===== src/rtl/mdio_pkg.sv =====
package mdio_pkg;
   localparam int PHY_AW = 5;
   localparam int REG_AW = 5;
   localparam int DATA_W = 16;
   // start, opcode, addresses, turnaround, data
   localparam int BODY_LEN = 2 + 2 + PHY_AW + REG_AW + 2 + DATA_W;

   localparam logic [1:0] SOF_PAT = 2'b01;
   localparam logic [1:0] OPC_RD  = 2'b10;
   localparam logic [1:0] OPC_WR  = 2'b01;
   localparam logic [1:0] TA_WR   = 2'b10;

   typedef struct packed {
      logic              rd;
      logic [PHY_AW-1:0] phy;
      logic [REG_AW-1:0] regad;
      logic [DATA_W-1:0] wdata;
   } mgmt_req_t;
endpackage


===== src/rtl/mdio_in_sync.sv =====
module mdio_in_sync #(
   parameter int STAGES = 2
) (
   input  logic clk,
   input  logic rst_n,
   input  logic d_in,
   output logic d_out
);
   generate
      if (STAGES == 0) begin : g_pass
         assign d_out = d_in;
      end else begin : g_flops
         logic [STAGES-1:0] chain_q;
         always_ff @(posedge clk) begin
            if (!rst_n) chain_q <= '1;
            else if (STAGES == 1) chain_q <= d_in;
            else chain_q <= {chain_q[STAGES-2:0], d_in};
         end
         assign d_out = chain_q[STAGES-1];
      end
   endgenerate
endmodule


===== src/rtl/mdio_clk_div.sv =====
module mdio_clk_div #(
   parameter int DIV_W = 8
) (
   input  logic             clk,
   input  logic             rst_n,
   input  logic             restart,
   input  logic             run,
   input  logic [DIV_W-1:0] half_in,
   output logic             mdc,
   output logic             rise_stb,
   output logic             fall_stb
);
   logic [DIV_W-1:0] half_q;
   logic [DIV_W-1:0] cnt_q;
   logic             tick;

   assign tick     = run && (cnt_q == half_q);
   assign rise_stb = tick && !mdc;
   assign fall_stb = tick && mdc;

   always_ff @(posedge clk) begin
      if (!rst_n) begin
         half_q <= '0;
         cnt_q  <= '0;
         mdc    <= 1'b0;
      end else if (restart) begin
         half_q <= half_in;
         cnt_q  <= '0;
         mdc    <= 1'b0;
      end else if (run) begin
         if (tick) begin
            cnt_q <= '0;
            mdc   <= ~mdc;
         end else begin
            cnt_q <= cnt_q + 1'b1;
         end
      end else begin
         cnt_q <= '0;
         mdc   <= 1'b0;
      end
   end


   mdc_idle_low_chk: assert property (@(posedge clk) disable iff (!rst_n)
      (!run && !restart) |=> !mdc);

   half_hold_chk: assert property (@(posedge clk) disable iff (!rst_n)
      (run && $past(run) && !restart) |-> $stable(half_q));
endmodule


===== src/rtl/mdio_frame_seq.sv =====
module mdio_frame_seq
   import mdio_pkg::*;
#(
   parameter int PRE_LEN = 32
) (
   input  logic              clk,
   input  logic              rst_n,
   input  logic              accept,
   input  mgmt_req_t         req,
   input  logic              rise_stb,
   input  logic              fall_stb,
   input  logic              din,
   output logic              busy,
   output logic              done,
   output logic [DATA_W-1:0] rdata,
   output logic              dout,
   output logic              doe
);
   localparam int FRAME_LEN = PRE_LEN + BODY_LEN;
   localparam int CW        = $clog2(FRAME_LEN);
   localparam int TA_POS    = PRE_LEN + 4 + PHY_AW + REG_AW;
   localparam logic [CW-1:0] LAST_BIT = CW'(FRAME_LEN - 1);
   localparam logic [CW-1:0] TA_BIT   = CW'(TA_POS);

   logic [FRAME_LEN-1:0] sh_q, oe_q, frame_d, mask_d;
   logic [CW-1:0]        bit_q;
   logic                 rd_q;
   logic [DATA_W-1:0]    cap_q;

   always_comb begin
      frame_d = {{PRE_LEN{1'b1}}, SOF_PAT,
                 req.rd ? OPC_RD : OPC_WR,
                 req.phy, req.regad,
                 req.rd ? 2'b00 : TA_WR,
                 req.rd ? {DATA_W{1'b0}} : req.wdata};
      mask_d  = req.rd ? {{TA_POS{1'b1}}, {(FRAME_LEN-TA_POS){1'b0}}}
                       : {FRAME_LEN{1'b1}};
   end

   always_ff @(posedge clk) begin
      if (!rst_n) begin
         sh_q  <= '0;
         oe_q  <= '0;
         bit_q <= '0;
         rd_q  <= 1'b0;
         busy  <= 1'b0;
         done  <= 1'b0;
         cap_q <= '0;
         rdata <= '0;
      end else begin
         done <= 1'b0;
         if (accept) begin
            sh_q  <= frame_d;
            oe_q  <= mask_d;
            bit_q <= '0;
            rd_q  <= req.rd;
            busy  <= 1'b1;
         end else if (busy) begin
            if (rise_stb && rd_q) cap_q <= {cap_q[DATA_W-2:0], din};
            if (fall_stb) begin
               if (bit_q == LAST_BIT) begin
                  busy <= 1'b0;
                  done <= 1'b1;
                  sh_q <= '0;
                  oe_q <= '0;
                  if (rd_q) rdata <= cap_q;
               end else begin
                  bit_q <= bit_q + 1'b1;
                  sh_q  <= {sh_q[FRAME_LEN-2:0], 1'b0};
                  oe_q  <= {oe_q[FRAME_LEN-2:0], 1'b0};
               end
            end
         end
      end
   end

   assign dout = sh_q[FRAME_LEN-1];
   assign doe  = oe_q[FRAME_LEN-1];


   ta_release_chk: assert property (@(posedge clk) disable iff (!rst_n)
      (busy && rd_q && bit_q >= TA_BIT) |-> !doe);

   done_single_chk: assert property (@(posedge clk) disable iff (!rst_n)
      done |=> !done);

   done_quiet_chk: assert property (@(posedge clk) disable iff (!rst_n)
      done |-> (!busy && !doe));

   idle_float_chk: assert property (@(posedge clk) disable iff (!rst_n)
      !busy |-> !doe);

   kind_hold_chk: assert property (@(posedge clk) disable iff (!rst_n)
      (busy && $past(busy)) |-> $stable(rd_q));
endmodule


===== src/rtl/mdio_master.sv =====
module mdio_master
   import mdio_pkg::*;
#(
   parameter int DIV_W       = 8,
   parameter int PRE_LEN     = 32,
   parameter int SYNC_STAGES = 2
) (
   input  logic              clk,
   input  logic              rst_n,
   input  logic              start,
   input  logic              op_read,
   input  logic [PHY_AW-1:0] phy_addr,
   input  logic [REG_AW-1:0] reg_addr,
   input  logic [DATA_W-1:0] wdata,
   input  logic [DIV_W-1:0]  mdc_half,
   output logic              busy,
   output logic              done,
   output logic [DATA_W-1:0] rdata,
   output logic              mdc,
   output logic              mdio_o,
   output logic              mdio_oe,
   input  logic              mdio_i
);
   generate
      if (PRE_LEN < 1 || PRE_LEN > 32) begin : g_bad_pre
         $error("PRE_LEN must lie in 1..32");
      end
      if (DIV_W < 1 || DIV_W > 16) begin : g_bad_div
         $error("DIV_W must lie in 1..16");
      end
      if (SYNC_STAGES < 0 || SYNC_STAGES > 3) begin : g_bad_sync
         $error("SYNC_STAGES must lie in 0..3");
      end
   endgenerate

   mgmt_req_t req;
   logic      accept, rise_stb, fall_stb, din_s;

   assign req    = '{rd: op_read, phy: phy_addr, regad: reg_addr, wdata: wdata};
   assign accept = start && !busy;

   mdio_in_sync #(.STAGES(SYNC_STAGES)) u_sync (
      .clk(clk), .rst_n(rst_n), .d_in(mdio_i), .d_out(din_s));

   mdio_clk_div #(.DIV_W(DIV_W)) u_div (
      .clk(clk), .rst_n(rst_n), .restart(accept), .run(busy),
      .half_in(mdc_half), .mdc(mdc), .rise_stb(rise_stb), .fall_stb(fall_stb));

   mdio_frame_seq #(.PRE_LEN(PRE_LEN)) u_seq (
      .clk(clk), .rst_n(rst_n), .accept(accept), .req(req),
      .rise_stb(rise_stb), .fall_stb(fall_stb), .din(din_s),
      .busy(busy), .done(done), .rdata(rdata), .dout(mdio_o), .doe(mdio_oe));


   hold_high_chk: assert property (@(posedge clk) disable iff (!rst_n)
      (busy && mdc) |-> $stable(mdio_o));

   accept_low_chk: assert property (@(posedge clk) disable iff (!rst_n)
      (start && !busy) |=> (busy && !mdc && mdio_oe && mdio_o));

   idle_mdc_chk: assert property (@(posedge clk) disable iff (!rst_n)
      (!busy && !$past(busy)) |-> !mdc);
endmodule


===== config.mk =====
export PLATFORM = sky130hd
export DESIGN_NAME = mdio_master
export DESIGN_NICKNAME = d
export VERILOG_FILES = /design/src/rtl/mdio_pkg.sv /design/src/rtl/mdio_in_sync.sv /design/src/rtl/mdio_clk_div.sv /design/src/rtl/mdio_frame_seq.sv /design/src/rtl/mdio_master.sv
export SDC_FILE = /design/constraint.sdc
export NUM_CORES = 1
export LEC_CHECK = 0
export BUFFER_PORTS_ARGS = -buffer_cell sky130_fd_sc_hd__buf_2
export CAP_MARGIN = 20
export CORE_MARGIN = 3
export CORE_UTILIZATION = 59
export DETAILED_ROUTE_END_ITERATION = 8
export GPL_TIMING_DRIVEN = 0
export PLACE_DENSITY = 0.84
export SYNTH_ARGS = -nofsm -noshare
export SYNTH_HDL_FRONTEND = slang
export SYNTH_HIERARCHICAL = 1
export SYNTH_SLANG_ARGS = --single-unit

===== constraint.sdc =====
create_clock -name clk -period 2.6 [get_ports clk]
set_input_delay 0.78 -clock clk [delete_from_list [all_inputs] [get_ports clk]]
set_output_delay 0.78 -clock clk [all_outputs]
set_load 0.02 [all_outputs]

After elaboration in Yosys (flattened, before gate mapping)
Index checks and enable logic that the tools add are counted.
{"block": "totals", "reg_bits": 188, "latchBits": 0, "ram_bits": 0, "romBits": 0, "inputBits": 39, "elab_cells": 58, "n_memories": 0}
{"block": "op_classes", "addsub": 2, "mul": 0, "div_mod_pow": 0, "n_lt_le_gt_ge": 0, "n_eq_ne": 2, "shift": 0, "muxes": 17, "bitwise_logic": 6, "reduce_logical": 18}
{"cell": "64-bit two-way mux", "n": 8}
{"cell": "18-bit two-way mux", "n": 1}
{"cell": "16-bit two-way mux", "n": 1}
{"cell": "8-bit by 1-bit adder with 8-bit output, second input constant", "n": 1}
{"cell": "8-bit equality test", "n": 1}
{"cell": "4-bit OR reduction", "n": 2}
{"cell": "6-bit by 1-bit adder with 6-bit output, second input constant", "n": 1}
{"cell": "6-bit equality test, second input constant", "n": 1}
{"cell": "1-bit NOT", "n": 6}
{"cell": "3-bit AND reduction", "n": 2}
{"cell": "1-bit logical AND", "n": 5}
{"cell": "1-bit two-way mux", "n": 5}
{"cell": "5-bit AND reduction", "n": 1}
{"cell": "2-bit two-way mux", "n": 2}
{"cell": "2-bit AND reduction", "n": 2}
{"cell": "2-bit nonzero test", "n": 2}
{"cell": "3-bit OR reduction", "n": 1}
{"cell": "1-bit zero test", "n": 2}
{"cell": "2-bit OR reduction", "n": 1}

Depth between registers and ports, before layout
Gate-level depths: netlist (run 1).
{"block": "logic_depth", "depth_word": 6, "ltp_mapped": 10}

Modules after synthesis
The synthesis (run 1) kept the hierarchy.
{"mod": "mdio_frame_seq", "instances": 1, "cells_per_inst": 835, "area_each_um2": 7372.1}
{"mod": "mdio_clk_div", "instances": 1, "cells_per_inst": 76, "area_each_um2": 753.2}
{"mod": "mdio_in_sync", "instances": 1, "cells_per_inst": 4, "area_each_um2": 52.6}
{"mod": "mdio_master", "instances": 1, "cells_per_inst": 1, "area_each_um2": 13.8}

Least setup slack after synthesis (run 1)
Ideal clock, no wire load.
{"block": "synth_path", "path_type": "register to register", "start": "register u_div.cnt_q[0]", "end": "register u_seq.rdata[10]", "setup_ns": 0.072, "arrival_time_ns": 1.942, "required_time_ns": 2.528, "path_slack_ns": 0.586, "stages_incl_launch_ff": 11, "synth_period_minus_slack_ns": 2.014, "path_cell_list": "dfxtp_1 -> xnor2_1 -> nand4_1 -> nor2_1 -> and3_2 -> and2_1 -> buf_2 -> and4_1 -> buf_6 -> buf_12 -> mux2i_1"}
{"block": "synth_between", "elab_chain_len": 4}
{"element": "start, declared", "line_no": "mdio_clk_div.sv:14", "rtl": "logic [DIV_W-1:0] cnt_q;"}
{"element": "start signal, assigned", "line_no": "mdio_clk_div.sv:35", "rtl": "cnt_q <= cnt_q + 1'b1;"}
{"element": "8-bit equality test", "line_no": "mdio_clk_div.sv:17", "rtl": "assign tick = run && (cnt_q == half_q);"}
{"element": "1-bit logical AND", "line_no": "mdio_clk_div.sv:17"}
{"element": "1-bit logical AND", "line_no": "mdio_clk_div.sv:19", "rtl": "assign fall_stb = tick && mdc;"}
{"element": "net fall_stb", "line_no": "mdio_master.sv:37", "rtl": "logic accept, rise_stb, fall_stb, din_s;"}
{"element": "5-bit AND reduction (no source line)"}
{"element": "end signal, assigned", "line_no": "mdio_frame_seq.sv:66", "rtl": "if (rd_q) rdata <= cap_q;"}
{"element": "end, declared", "line_no": "mdio_frame_seq.sv:15", "rtl": "output logic [DATA_W-1:0] rdata,"}
The timed path passes the listed nets, and every way through them passes these cells.
A chain may end at the register's enable or synchronous reset.

Worst setup path after layout (run 1)
{"block": "layout_path", "start": "register u_div.cnt_q[2]", "end": "register u_seq.rdata[6]"}
Same word-level chain as after synthesis.

==> impl_metrics.yaml, run 1 <==
status:
  status: "completed"
final_layout:
  drive_above_1_share: 0.132
  area_delta_synth_final_pct: 13.9
  layout.nets: 1035
  final_util: 0.696
  num_antenna_cells: 0
  layout_commonest_cell: "dfxtp_1"
  mostFrequentLayoutCells: "dfxtp_1 (187), a21oi_1 (154), o211ai_1 (111), a21boi_0 (110), buf_2 (85)"
setup_path:
  reg2reg_to: "u_seq/rdata[6]"
  rrSetupSlack_ns: 0.15
  worstPathMaxFanout: 10
  cp-startpoint: "u_div/cnt_q[2]"
  rr_worst_depth: 10
  crit_end: "u_seq/rdata[6]"
  reg2reg_from: "u_div/cnt_q[2]"
  crit_type: "reg -> reg"
  critPathRequiredTime_ns: 2.96
  cp.arrival_ns: 2.81
  endpoint_kind: "register"
  startpoint_type: "register"
timing:
  fin_skew_ns: 0.0101
  period_minus_slack_ns: 2.45
  whs_ns: 0.417
  final_hold_viol_count: 0
  timing.fmax_mhz: 408
  setup_viol: 0
  setup_tns_ns: 0
  slew_viol_final: 0
  rsz0062_at_grt: "false"
  maxSlewHeadroom: 0.616
  worst_pin_slew_ns: 0.577
  finalCritPeriodShare: 0.943
route:
  dr.pass1.iters: 6
  viasPerCell: 6.05
  vias: 7161
  wl_per_cell_um: 16.1
  ant_nets: 0
  drt_drc_violations_left: 0
  first_iter_violations: 737
  drt_wl_total_um: 19100
pwr:
  switching_share: 0.237
  vdd.ir_drop.worst_v: 0.000500
  total_power_uw: 6270
  clockPowerShare: 0.421
  power_density_nw_per_um2: 672
  p_leak_uw: 0.00326
  switchingPower_uw: 1490
  p_int_uw: 4780
  seqPwrFrac: 0.504
  combPwrFrac: 0.075
global_routing:
  antenna_found_initial: 0
  grt_pass1_wl_um: 31400
  grtUsageTotal: 0.254
  grt_remaining_overflow: 0
  grt_max_degree: 19
  grt_pass1_vias: 6513
floorplan:
  start_util: 0.611
  die_w_um: 124
  fp-row-count: 42
  core-area_um2: 13400
  ios: 60
  die_h_um: 124
  dieArea_um2: 15300
synth:
  ys_ff_latch: 188
  synth_edf_count: 0
  synthCells: 916
  ys_warn_count: 6
  synth.distinct_cells: 48
  ys.flop_type: "dfxtp_1"
  syn_area_um2: 8190
  syn_nets: 957
  synthArstFlopShare: 0
  avgSynthCellArea_um2: 8.94
  ys_seq_area_frac: 0.459
cts:
  cts.clk_slew.worst_paths_ns: 0.07
  cts_num_sinks: 188
  cts.hold.buffers_added: 0
  clk_latency_ns: 0.43
  numCtsBuffers: 17
  cts_tree: "built"
  cts.htree.levels: 4
  cts_root_buf: "clkbuf_16"
  clk_path_buf_depth: 2
place:
  gp_congestion: 0.837
  dp_hpwl_um: 12500
  io_buffers: 59
min_path:
  holdPathStages: 1
  hold_class: "reg -> reg"
run:
  cap_violations: 0
-- power by group through the flow --
stage / Sequential [µW] / Combinational, µW / Clock (µW)
finish: 3160 / 473 / 2640
global route: 3180 / 535 / 2790
CTS: 3160 / 467 / 2660
floorplan: 3200 / 335 / 0
detailed placement: 3220 / 463 / 0
global placement: 3210 / 447 / 0
-- cell usage after synthesis, types with 2 or more instances --
| cell type | count | share of area |
|---|---|---|
| a21boi_0 | 110 | 0.10 |
| a21boi_1 | 4 | 0.0037 |
| a21oi_1 | 154 | 0.094 |
| and2_1 | 3 | 0.0023 |
| and3_1 | 2 | 0.0015 |
| and3_2 | 2 | 0.0018 |
| and4_1 | 3 | 0.0032 |
| buf_1 | 8 | 0.0037 |
| buf_2 | 30 | 0.018 |
| clkbuf_1 | 58 | 0.027 |
| dfxtp_1 | 188 | 0.46 |
| ha_1 | 2 | 0.0031 |
| inv_1 | 5 | 0.0023 |
| mux2i_1 | 27 | 0.033 |
| nand2_1 | 75 | 0.034 |
| nand2b_1 | 3 | 0.0023 |
| nand3_1 | 8 | 0.0049 |
| nand4_1 | 2 | 0.0015 |
| nor2_1 | 11 | 0.0050 |
| nor2b_1 | 28 | 0.021 |
| nor3_1 | 3 | 0.0018 |
| o211ai_1 | 111 | 0.10 |
| o21a_1 | 2 | 0.0018 |
| o21ai_0 | 27 | 0.016 |
| o221ai_1 | 15 | 0.016 |
| xnor2_1 | 9 | 0.0096 |
| xor2_1 | 5 | 0.0053 |
-- logic make-up after synthesis --
| group | synth area share |
|---|---|
| XOR/XNOR | 0.0150 |
| AND/OR/NAND/NOR | 0.0884 |
| flip-flops | 0.459 |
| adder cells (fa/ha/maj) | 0.00305 |
| multiplexers | 0.0330 |
| buffers and inverters | 0.0562 |
| AO/OA/AOI/OAI | 0.345 |
-- registers in the layout, summed over array words and instances (netlist names) --
signal                  flops
u_seq/rdata                16
u_div/half_q                8
u_sync/g_flops.chain_q      2
u_seq/done                  1
u_div/mdc                   1
u_seq/bit_q                 6
u_seq/cap_q                16
u_seq/sh_q                 64
u_seq/oe_q                 64
u_div/cnt_q                 8
u_seq/busy                  1
u_seq/rd_q                  1
-- metal layers --
| metal | wire length, µm | track usage | part of all wire |
|---|---|---|---|
| met1 | 8650 | 0.345 | 0.45 |
| met2 | 8930 | 0.407 | 0.47 |
| met3 | 1210 | 0.0500 | 0.063 |
| met4 | 272 | 0.0824 | 0.014 |
| met5 | 0 | 0 | 0 |
-- area by class of cell --
cell class / instances / area [µm²]
clock inverters: 13 / 168
plain buffers: 100 / 452
clock buffers: 19 / 433
multi-input cells: 623 / 3980
inverters: 5 / 18.8
repair buffers: 59 / 295
flip-flops and latches: 188 / 3760
fillers: 1069 / 4070
well taps: 176 / 220
-- critical path: stages (launching register included) --
cell     delay (ns)
dfxtp_1        0.42
xnor2_1        0.14
nand4_1        0.20
nor2_2         0.19
and3_2         0.27
and2_1         0.13
buf_2          0.20
and4_1         0.29
buf_6          0.18
buf_12         0.15
mux2i_1        0.20
-- what timing repair did --
action,CTS,global route
setup endpoints to repair,0,88
buffers inserted,0,0
resized for setup,0,8
-- how the worst min path moves through the flow --
| stage | from | end | slack, ns |
|---|---|---|---|
| global placement | u_sync/g_flops.chain_q[0] | u_sync/g_flops.chain_q[1] | 0.40 |
| finish | u_sync/g_flops.chain_q[0] | u_sync/g_flops.chain_q[1] | 0.42 |
| global route | u_sync/g_flops.chain_q[0] | u_sync/g_flops.chain_q[1] | 0.45 |
| CTS | u_sync/g_flops.chain_q[0] | u_sync/g_flops.chain_q[1] | 0.42 |
| floorplan | u_sync/g_flops.chain_q[0] | u_sync/g_flops.chain_q[1] | 0.39 |
| detailed placement | u_sync/g_flops.chain_q[0] | u_sync/g_flops.chain_q[1] | 0.40 |
-- per-stage QoR --
step,setup slack [ns],instances,cell area [µm²]
3_5_place_dp,0.0777,1151,8710
2_1_floorplan,0.586,916,8190
6_report,0.148,1183,9330
5_1_grt,0.00374,1183,9330
4_1_cts,0.0493,1183,9310
3_3_place_gp,0.141,1151,8710
No activity file was read; power rests on OpenSTA's default activity.
==> run 2, diff against run 1 <==
Clock period 2.6 ns to 2.3 ns, I/O delays scaled along.
==> run 2 against run 1 <==
- via count rose by 1.2%
- clock skew is 0.0020 ns higher
- sequential power rose by 13%
- fmax increased by 9.9%
- utilization is 0.78 points higher
- power grew 13%
- register-to-register slack worse by 0.08 ns
- cell count increased by 0.51%
- non-clock buffer count increased by 6
- die area unchanged
- flip-flop and latch count is the same
- first-iteration DRC count down 1.2%
==> impl_metrics.yaml, run 2 (synthesis gave the netlist of run 1 again) <==
route:
  drt_drc_violations_left: 0
  dr.pass1.iters: 5
  viasPerCell: 6.09
  ant_nets: 0
  vias: 7246
  wl_per_cell_um: 16.3
  first_iter_violations: 728
  drt_wl_total_um: 19400
final_layout:
  layout_commonest_cell: "dfxtp_1"
  largestRegisters: "u_seq/oe_q: 64 flops, u_seq/sh_q: 64 flops"
  mostFrequentLayoutCells: "dfxtp_1 (182), a21oi_1 (154), o211ai_1 (111), a21boi_0 (99), buf_2 (81)"
  drive_above_1_share: 0.151
  layout.nets: 1041
  area_delta_synth_final_pct: 15.2
  num_antenna_cells: 0
timing:
  setup_tns_ns: 0
  setup_viol: 0
  rsz0062_at_grt: "true"
  worst_slack_ns: 0.0694
  period_minus_slack_ns: 2.23
  timing.fmax_mhz: 448
  fin_skew_ns: 0.0122
  worst_pin_slew_ns: 0.584
  slew_viol_final: 0
  whs_ns: 0.417
  maxSlewHeadroom: 0.610
  final_hold_viol_count: 0
  finalCritPeriodShare: 0.970
setup_path:
  critPathRequiredTime_ns: 2.66
  critPathTopFamily: "simple AND/OR/NAND/NOR gates"
  cp_slowest_cell: "dfxtp_2"
  endpoint_kind: "register"
  max_stage_delay_ns: 0.35
  rrSetupSlack_ns: 0.07
  worstPathMaxFanout: 10
  crit_type: "reg -> reg"
  cp_num_buf_inv: 3
  reg2reg_to: "u_seq/rdata[6]"
  reg2reg_from: "u_div/cnt_q[1]"
  startpoint_type: "register"
  rr_worst_depth: 10
  cp_cell_sequence: "xnor2_1, nand4_1, nor2_2, and3_4, and2_1, buf_6, and4_4, buf_8, buf_12, mux2i_1"
  cp.arrival_ns: 2.59
min_path:
  whs_endpoint: "u_sync/g_flops.chain_q[1]"
  holdPathStages: 1
  hp-start: "u_sync/g_flops.chain_q[0]"
  hold_class: "reg -> reg"
floorplan:
  fp-row-count: 42
  die_w_um: 124
  dieArea_um2: 15300
  core-area_um2: 13400
  ios: 60
  die_h_um: 124
  start_util: 0.611
place:
  dp_hpwl_um: 12500
  gp_congestion: 0.837
  io_buffers: 59
  pre_cts_ws_ns: -0.222
global_routing:
  grt_pass1_wl_um: 31500
  grt_remaining_overflow: 0
  grt_pass1_vias: 6520
  grt_max_degree: 19
  grtUsageTotal: 0.254
  antenna_found_initial: 0
cts:
  cts_num_sinks: 188
  cts.hold.buffers_added: 0
  clk_latency_ns: 0.43
  cts_root_buf: "clkbuf_16"
  numCtsBuffers: 17
  cts.clk_slew.worst_paths_ns: 0.07
  cts_tree: "built"
  clk_path_buf_depth: 2
  cts.htree.levels: 4
pwr:
  switchingPower_uw: 1690
  power_density_nw_per_um2: 753
  p_leak_uw: 0.00332
  combPwrFrac: 0.078
  vdd.ir_drop.worst_v: 0.000567
  switching_share: 0.237
  clockPowerShare: 0.419
  seqPwrFrac: 0.502
  p_int_uw: 5420
status:
  status: "completed"
run:
  cap_violations: 0
-- run 2: cell count changes in the layout (fill, tap and decap cells not counted), sizes merged --
cell	change
buf	+7
clkbuf	-1
-- run 2: worst max-delay path by stage --
stage	from	end	cells after the start
finish	u_div/cnt_q[1]	u_seq/rdata[6]	10
global route	u_div/half_q[1]	u_seq/rdata[6]	10
CTS	u_div/cnt_q[4]	u_seq/rdata[6]	10
detailed placement	u_div/cnt_q[0]	u_seq/bit_q[4]	9
global placement	u_div/cnt_q[0]	u_seq/done	8
floorplan	u_div/cnt_q[0]	u_seq/rdata[10]	10
-- run 2: metrics by stage --
| step | util | cell area [µm²] | instances | total power [µW] |
|---|---|---|---|---|
| after floorplan | - | 8190 | 916 | 3990 |
| after global placement | 0.650 | 8710 | 1151 | 4140 |
| after detailed placement | 0.650 | 8710 | 1151 | 4160 |
| after CTS | 0.697 | 9340 | 1184 | 7110 |
| after global routing | 0.704 | 9440 | 1189 | 7370 |
| final | 0.704 | 9440 | 1189 | 7110 |
-- run 2: power by group through the flow --
stage	logic [µW]	registers (µW)	clock network [µW]
final	557	3570	2980
after CTS	535	3570	3000
after floorplan	379	3610	0
after global routing	627	3590	3150
after global placement	505	3630	0
after detailed placement	524	3640	0
-- run 2: cell type report --
| type | instances | area [µm²] |
|---|---|---|
| plain buffers | 100 | 479 |
| inverters | 5 | 18.8 |
| well taps | 176 | 220 |
| fillers | 1058 | 3970 |
| multi-input cells | 623 | 4000 |
| repair buffers | 65 | 340 |
| flip-flops and latches | 188 | 3780 |
| clock inverters | 13 | 168 |
| clock buffers | 19 | 433 |
-- run 2: metal layers --
| layer | vias up | share of wire | global-route usage |
|---|---|---|---|
| li1 | 3524 | - | - |
| met1 | 3412 | 0.44 | 0.345 |
| met2 | 280 | 0.48 | 0.407 |
| met3 | 30 | 0.066 | 0.0504 |
| met4 | 0 | 0.015 | 0.0817 |
| met5 | - | 0 | 0 |
-- run 2: repair_timing --
item | 4_1_cts | 5_1_grt
setup endpoints to repair | 96 | 102
gates resized for setup | 10 | 42
gates cloned | 0 | 0
pin swaps | 2 | 3
buffers inserted | 1 | 5
